[config.mk]
export PLATFORM = sky130hd
export DESIGN_NAME = seq6_jk_counter
export DESIGN_NICKNAME = d
export VERILOG_FILES = /design/src/rtl/seq6_pkg.sv /design/src/rtl/seq6_jk_bank.sv /design/src/rtl/seq6_excite.sv /design/src/rtl/seq6_seg_decode.sv /design/src/rtl/seq6_jk_counter.sv
export SDC_FILE = /design/constraint.sdc
export NUM_CORES = 1
export LEC_CHECK = 0
export CORE_AREA = 2 2 39 41
export DETAILED_ROUTE_END_ITERATION = 7
export DIE_AREA = 0 0 41 43
export DONT_BUFFER_PORTS = 1
export MAX_ROUTING_LAYER = met4
export SLEW_MARGIN = 30
export SYNTH_ARGS = -nofsm -noshare
export SYNTH_HDL_FRONTEND = slang
export SYNTH_HIERARCHICAL = 1
export SYNTH_SLANG_ARGS = --single-unit
[constraint.sdc]
create_clock -name clk -period 1.5 [get_ports clk]
set_input_delay 0.225 -clock clk [delete_from_list [all_inputs] [get_ports clk]]
set_output_delay 0.225 -clock clk [all_outputs]
set_load 0.01 [all_outputs]
[src/rtl/seq6_pkg.sv]
package seq6_pkg;
    localparam int CNT_W = 3;
    localparam int SEG_W = 7;

    typedef enum logic [CNT_W-1:0] {
        ST_D0 = 3'd0,
        ST_D1 = 3'd1,
        ST_D2 = 3'd2,
        ST_D3 = 3'd3,
        ST_D4 = 3'd4,
        ST_D5 = 3'd5,
        ST_D6 = 3'd6,
        ST_D7 = 3'd7
    } cnt_state_e;

    // Loop entry value, used by clear and by recovery.
    localparam cnt_state_e ST_START = ST_D6;
endpackage

[src/rtl/seq6_jk_bank.sv]
module seq6_jk_bank #(
    parameter int              W    = 3,
    parameter logic [W-1:0]    INIT = '0
) (
    input  logic         clk,
    input  logic         clr_n,
    input  logic [W-1:0] j,
    input  logic [W-1:0] k,
    output logic [W-1:0] q
);
    logic [W-1:0] q_r;

    // Every bit behaves as a JK element: 00 hold, 10 set, 01 clear, 11 toggle.
    always_ff @(posedge clk or negedge clr_n) begin
        if (!clr_n) begin
            q_r <= INIT;
        end else begin
            for (int b = 0; b < W; b++) begin
                unique case ({j[b], k[b]})
                    2'b00: q_r[b] <= q_r[b];
                    2'b10: q_r[b] <= 1'b1;
                    2'b01: q_r[b] <= 1'b0;
                    2'b11: q_r[b] <= ~q_r[b];
                    default: q_r[b] <= q_r[b];
                endcase
            end
        end
    end

    assign q = q_r;
endmodule

[src/rtl/seq6_excite.sv]
module seq6_excite
    import seq6_pkg::*;
(
    input  cnt_state_e       cur,
    input  logic             en,
    output logic [CNT_W-1:0] j,
    output logic [CNT_W-1:0] k
);
    logic [CNT_W-1:0] j_raw;
    logic [CNT_W-1:0] k_raw;

    // Bit order of j/k is {bit2, bit1, bit0}; K of bit0 is high in every state.
    always_comb begin
        unique case (cur)
            ST_D6: begin j_raw = 3'b101; k_raw = 3'b011; end // 6 -> 5
            ST_D5: begin j_raw = 3'b011; k_raw = 3'b101; end // 5 -> 2
            ST_D2: begin j_raw = 3'b110; k_raw = 3'b011; end // 2 -> 4
            ST_D4: begin j_raw = 3'b101; k_raw = 3'b111; end // 4 -> 1
            ST_D1: begin j_raw = 3'b000; k_raw = 3'b101; end // 1 -> 0
            ST_D0: begin j_raw = 3'b110; k_raw = 3'b111; end // 0 -> 6
            ST_D3: begin j_raw = 3'b100; k_raw = 3'b001; end // 3 -> 6 recovery
            ST_D7: begin j_raw = 3'b111; k_raw = 3'b001; end // 7 -> 6 recovery
            default: begin j_raw = '0; k_raw = '0; end
        endcase
    end

    // Disabled: all inputs low, so every element holds.
    assign j = en ? j_raw : '0;
    assign k = en ? k_raw : '0;
endmodule

[src/rtl/seq6_seg_decode.sv]
module seq6_seg_decode
    import seq6_pkg::*;
(
    input  cnt_state_e       val,
    output logic [SEG_W-1:0] seg_n
);
    // Active-low, bit order {g,f,e,d,c,b,a}.
    always_comb begin
        unique case (val)
            ST_D0: seg_n = 7'h40;
            ST_D1: seg_n = 7'h79;
            ST_D2: seg_n = 7'h24;
            ST_D3: seg_n = 7'h30;
            ST_D4: seg_n = 7'h19;
            ST_D5: seg_n = 7'h12;
            ST_D6: seg_n = 7'h02;
            ST_D7: seg_n = 7'h78;
            default: seg_n = '1;
        endcase
    end
endmodule

[src/rtl/seq6_jk_counter.sv]
module seq6_jk_counter
    import seq6_pkg::*;
(
    input  logic             clk,
    input  logic             rst_n,
    input  logic             en,
    output logic [CNT_W-1:0] count,
    output logic [SEG_W-1:0] seg_n
);
    logic [CNT_W-1:0] j_in;
    logic [CNT_W-1:0] k_in;
    logic [CNT_W-1:0] q_st;
    cnt_state_e       cur_st;

    assign cur_st = cnt_state_e'(q_st);

    seq6_excite u_excite (
        .cur (cur_st),
        .en  (en),
        .j   (j_in),
        .k   (k_in)
    );

    seq6_jk_bank #(
        .W    (CNT_W),
        .INIT (ST_START)
    ) u_bank (
        .clk   (clk),
        .clr_n (rst_n),
        .j     (j_in),
        .k     (k_in),
        .q     (q_st)
    );

    seq6_seg_decode u_seg (
        .val   (cur_st),
        .seg_n (seg_n)
    );

    assign count = q_st;
endmodule

Yosys cells after proc, flatten, opt, wreduce, memory -nomap -nowiden
Memory sizes are Yosys's and may differ from the RTL's.
Cells that the tools add are included.
{ "op_classes": {"eq_ne": 9, "mux": 5, "bitwise_logic": 3, "reduce_logical": 3} }
{ "op_table": {"columns": ["cell", "n"], "rows": [
  ["2-bit equality test (second input constant)", 6],
  ["1-bit case mux with 3 select lines", 3],
  ["2-bit by 1-bit equality test with 1-bit output (second input constant)", 3],
  ["2-bit logical NOT", 3],
  ["3-bit two-way mux", 2],
  ["1-bit inverter", 3]
]} }
{ "word_totals": {"ff_bits": 3, "romBits": 96, "input_bits": 3, "out_inout_bits": 10, "word_cells": 25, "memories": 2} }
{ "mem_list": {"columns": ["name", "depth", "width", "rd", "rd_clocked_by_memory_dff", "wr", "line", "source"], "rows": [
  ["(name not given)", 8, 7, 1, 0, 0, "seq6_seg_decode.sv:9", "unique case (val)"],
  ["(name not given)", 8, 5, 1, 0, 0, "seq6_excite.sv:14", "unique case (cur)"]
]} }

Longest topological paths before layout
An unclocked memory read counts as a cell.
{ "depth": {"depth_word": 4, "mapped_depth": 5} }

By module
Netlist, hierarchy kept.
{ "modules_own_cells": {"columns": ["module", "n_inst", "cells_per_inst", "area_each_um2", "seq_area_each_um2"], "rows": [
  ["seq6_seg_decode", 1, 18, 143.9, 0.0],
  ["seq6_jk_bank", 1, 9, 108.9, 77.6],
  ["seq6_excite", 1, 10, 76.3, 0.0]
]} }

Least setup slack after synthesis
No wires, ideal clock.
{ "synth_timing": {"path_type": "register -> output", "start": "register u_bank.q_r[1] (netlist: u_bank/q[1])", "end": "output port seg_n[3]", "t_arrival_ps": 1292, "required_ps": 1275, "path_slack_ps": -17, "stages_incl_launch_ff": 5, "path_buffers": 0, "path_cell_list": "dfstp_2 > inv_1 > ha_1 > and2_4 > nor2_1"} }
{ "synth_via": {"elab_chain_cells": 1} }
{ "synth_lines": {"columns": ["item", "line", "source"], "rows": [
  ["start: declaration", "seq6_jk_bank.sv:11", "logic [W-1:0] q_r;"],
  ["start signal: indexed assignment", "seq6_jk_bank.sv:20", "2'b00: q_r[b] <= q_r[b];"],
  ["start signal: indexed assignment", "seq6_jk_bank.sv:23", "2'b11: q_r[b] <= ~q_r[b];"],
  ["start signal: indexed assignment", "seq6_jk_bank.sv:24", "default: q_r[b] <= q_r[b];"],
  ["memory read 8 x 7 bit", null, null],
  ["end: declaration", "seq6_jk_counter.sv:8", "output logic [SEG_W-1:0] seg_n"]
]} }
No other way between the ends.

Worst setup path after layout
{ "layout_timing": {"start": "register u_bank.q_r[1] (netlist: u_bank/q[1])", "end": "output port seg_n[1]"} }
The elaborated chain is that of the path after synthesis.

==> impl_summary.md <==
Route
The average via count per standard cell is 4.44. The antenna violation net count after detailed routing is 0. The routed wire length is 656 µm. After detailed routing, the average wire length per cell comes to 10.6 µm. For this run, the detailed router's first-pass iteration total came to 4. The via count is 275. The first routing iteration left 3 violations.

The number of design rule violations left after detail routing is 0.

Floorplanning
The starting density of the core is 0.238. The die covers 1760 µm². The die span in y is 43 µm. The horizontal die dimension is 41 µm. The standard-cell row count is 14. The area of the placeable core is 1380 µm². The top-level port count is 13.

Cells and area
Of the cells placed in the final design, the portion with a size suffix greater than 1 is 0.413. In the layout the commonest cells are sky130_fd_sc_hd__ha_1, sky130_fd_sc_hd__buf_4, sky130_fd_sc_hd__nor2_1, sky130_fd_sc_hd__inv_1. The antenna diode count is 0. The most frequent standard cell in the layout excluding fill and tap cells is sky130_fd_sc_hd__ha_1.

The post-route non-filler standard cell count is 62. In the final design database the tool counted 57 nets. The number of flip-flops in the largest register is 3.

Compared with the post-synthesis result, the final layout area differs by 34.6%. The fill cell total of the finished layout is 151. The total non-filler cell area in the finished layout is 443 µm².

STA
The worst-case setup margin in the final layout is -42.3 ps. The accumulated negative setup slack is -108 ps. The period utilization is 1.03. The worst max-slew margin expressed relative to the limit is 0.826. The number of max-slew violations in the final report is 0.

Setup repair after global routing could not meet its margin everywhere. The maximum clock rate is 0.648 GHz. For the final database, setup skew stands at 1.16 ps.

Setup violations remaining at the end of the flow were counted as 4. The final critical path time including I/O delays and setup is 1540 ps. The final-report hold violation count is 0. For the pin with the worst max-slew slack, the measured transition is 261 ps.

Worst setup path
STA puts the critical path data required time at 1270 ps. Counting both buffers and inverters, the worst setup path holds a total of 2. The signal on the critical path passes through inv_2 -> ha_4 -> and2_4 -> buf_6.

The worst setup path is of the reg2out kind. The logic depth of the worst register-to-register path is 6. The worst setup path is launched from a flop. The delay of the slowest critical-path stage is 530 ps. The critical path crosses 4 cells after its start point. The cell with the biggest individual delay on the critical path is sky130_fd_sc_hd__dfstp_2. The largest fanout on the critical path is 3. The cell family contributing the most delay on the critical path is flip-flops. Data arrives at the worst endpoint at 1320 ps. STA classifies the critical path endpoint as an output port.

Synthesis
The synthesized design contains 3 register bits. The mean post-synth cell area is 8.89 µm². After synthesis the cells add up to 329 µm². The number of warning messages in the yosys log is 6. The synthesized net count is 47. After technology mapping, the gate count stands at 37.

After synthesis, the netlist uses 17 different library cells. The share of the Yosys chip area taken by registers is 0.236.

Power
Power spread over the standard cell area amounts to 2580 nW/µm². For this design the static power due to leakage is 0.227 nW. The worst-case IR drop observed on VDD is 0.661 mV.

Placed design
The cell area after placement is 370 µm². The weighted congestion reported at the end of routability-driven placement is 0.734. The post-placement cell count is 56. Detailed placement finished with a half-perimeter wire length of 502 µm. The number of port buffers is 0.

Worst hold path
Along the worst hold path, the cell count comes to 1. The path type of the worst min-delay path is in2reg.

CTS
Buffers inserted during clock tree synthesis total 3. The tree is rooted in a sky130_fd_sc_hd__clkbuf_4. The clock tree from TritonCTS is built. The level count of the clock H-tree is 1. In this run the deepest clock path goes through 2 buffers. Clock-pin slew was measured on the worst setup and hold paths at 40 ps.

The CTS sink count is 3. The insertion delay of the later-clocked pin in the worst-skew pair is 230 ps.

Global route
The first global-routing pass estimated 1.00 mm of wire. The via count of the first global-routing pass is 262. The number of antenna violations at the first check in global routing is 0.

The all-layer global routing usage is 0.0897. The final global-route overflow total is 0. Entering global routing, the biggest net connects 10 pins.

Status
The run finished, with violations left. The checks that failed: setup timing.

Job
The max capacitance violation total is 0.
[power breakdown]
part / switching [mW] / total [mW] / internal, mW
combinational: 0.444 / 0.830 / 0.386
clock: 0.0446 / 0.144 / 0.0999
sequential: 0.0285 / 0.171 / 0.142
total: 0.517 / 1.14 / 0.628
[synthesized netlist by cell type, drive strengths merged]
cell type | count | area share
dfstp | 2 | 0.16
mux2i | 1 | 0.030
buf | 2 | 0.057
ha | 7 | 0.27
nand2 | 1 | 0.011
inv | 5 | 0.057
nor2 | 5 | 0.057
and2b | 3 | 0.072
and2 | 2 | 0.046
a21oi | 3 | 0.046
dfrtp | 1 | 0.076
o21ai | 2 | 0.030
mux2 | 1 | 0.046
o21a | 2 | 0.046
[metrics by stage]
stage	power (mW)	hold WS (ps)	setup WS, ps	utilization
floorplan	0.695	-70.6	17.6	-
global placement	0.844	-70.5	133	0.268
detailed placement	0.878	-70.5	101	0.268
CTS	1.17	67.8	-58.2	0.320
global route	1.27	69.8	-102	0.320
finish	1.14	75.2	-42.3	0.320
[timing repair]
item                                    in CTS  in global routing
pin swaps                                    2                  0
gates resized for setup                      8                  0
endpoints found under the setup margin       6                  7
endpoints found under the hold margin        3                  0
hold buffers                                 1                  0
buffers inserted                             1                  0
[metal layers]
metal | global-route usage | wire length (µm) | vias up
li1 | - | - | 137
met2 | 0.141 | 343 | 15
met3 | 0.0471 | 73 | 0
met5 | - | 0 | -
met1 | 0.0874 | 239 | 123
met4 | 0.0400 | 0 | 0
[logic make-up after synthesis]
| kind of cell | count (synthesis) | synth area share |
|---|---|---|
| adder cells (fa/ha/maj) | 7 | 0.266 |
| flip-flops | 3 | 0.236 |
| AO/OA/AOI/OAI | 7 | 0.122 |
| multiplexers | 2 | 0.0760 |
| AND/OR/NAND/NOR | 11 | 0.186 |
| buffers and inverters | 7 | 0.114 |
[final cells by class]
cell class / instances / area (µm²) / share of cell area
clock buffer: 4 / 26.3 / 0.0593
tap: 16 / 20.0 / 0.0452
timing repair buffer: 7 / 58.8 / 0.133
inverter: 5 / 18.8 / 0.0424
multi-input combinational: 27 / 241 / 0.545
sequential: 3 / 77.6 / 0.175
[worst register-to-register path, cell delays in order, from the launching register on]
cell and delay (ps):
sky130_fd_sc_hd__dfrtp_1 380, sky130_fd_sc_hd__buf_4 150, sky130_fd_sc_hd__inv_1 90, sky130_fd_sc_hd__ha_1 230
sky130_fd_sc_hd__and2b_1 180, sky130_fd_sc_hd__inv_1 30, sky130_fd_sc_hd__mux2i_1 140
[path summary, 6_finish.rpt]
path                                         start                       to  slack (ps)
setup / recovery           u_bank/q[1]$_DFFE_PN1P_                 seg_n[1]         -40
hold / removal                                  en  u_bank/q[0]$_DFFE_PN0P_          80
setup reg to reg           u_bank/q[0]$_DFFE_PN0P_  u_bank/q[1]$_DFFE_PN1P_         220
hold reg to reg            u_bank/q[0]$_DFFE_PN0P_  u_bank/q[0]$_DFFE_PN0P_         580
max in group asynchronous                    rst_n  u_bank/q[1]$_DFFE_PN1P_        1030
min in group asynchronous                    rst_n  u_bank/q[0]$_DFFE_PN0P_         240
Note: power is estimated with default switching activity, not from simulation.
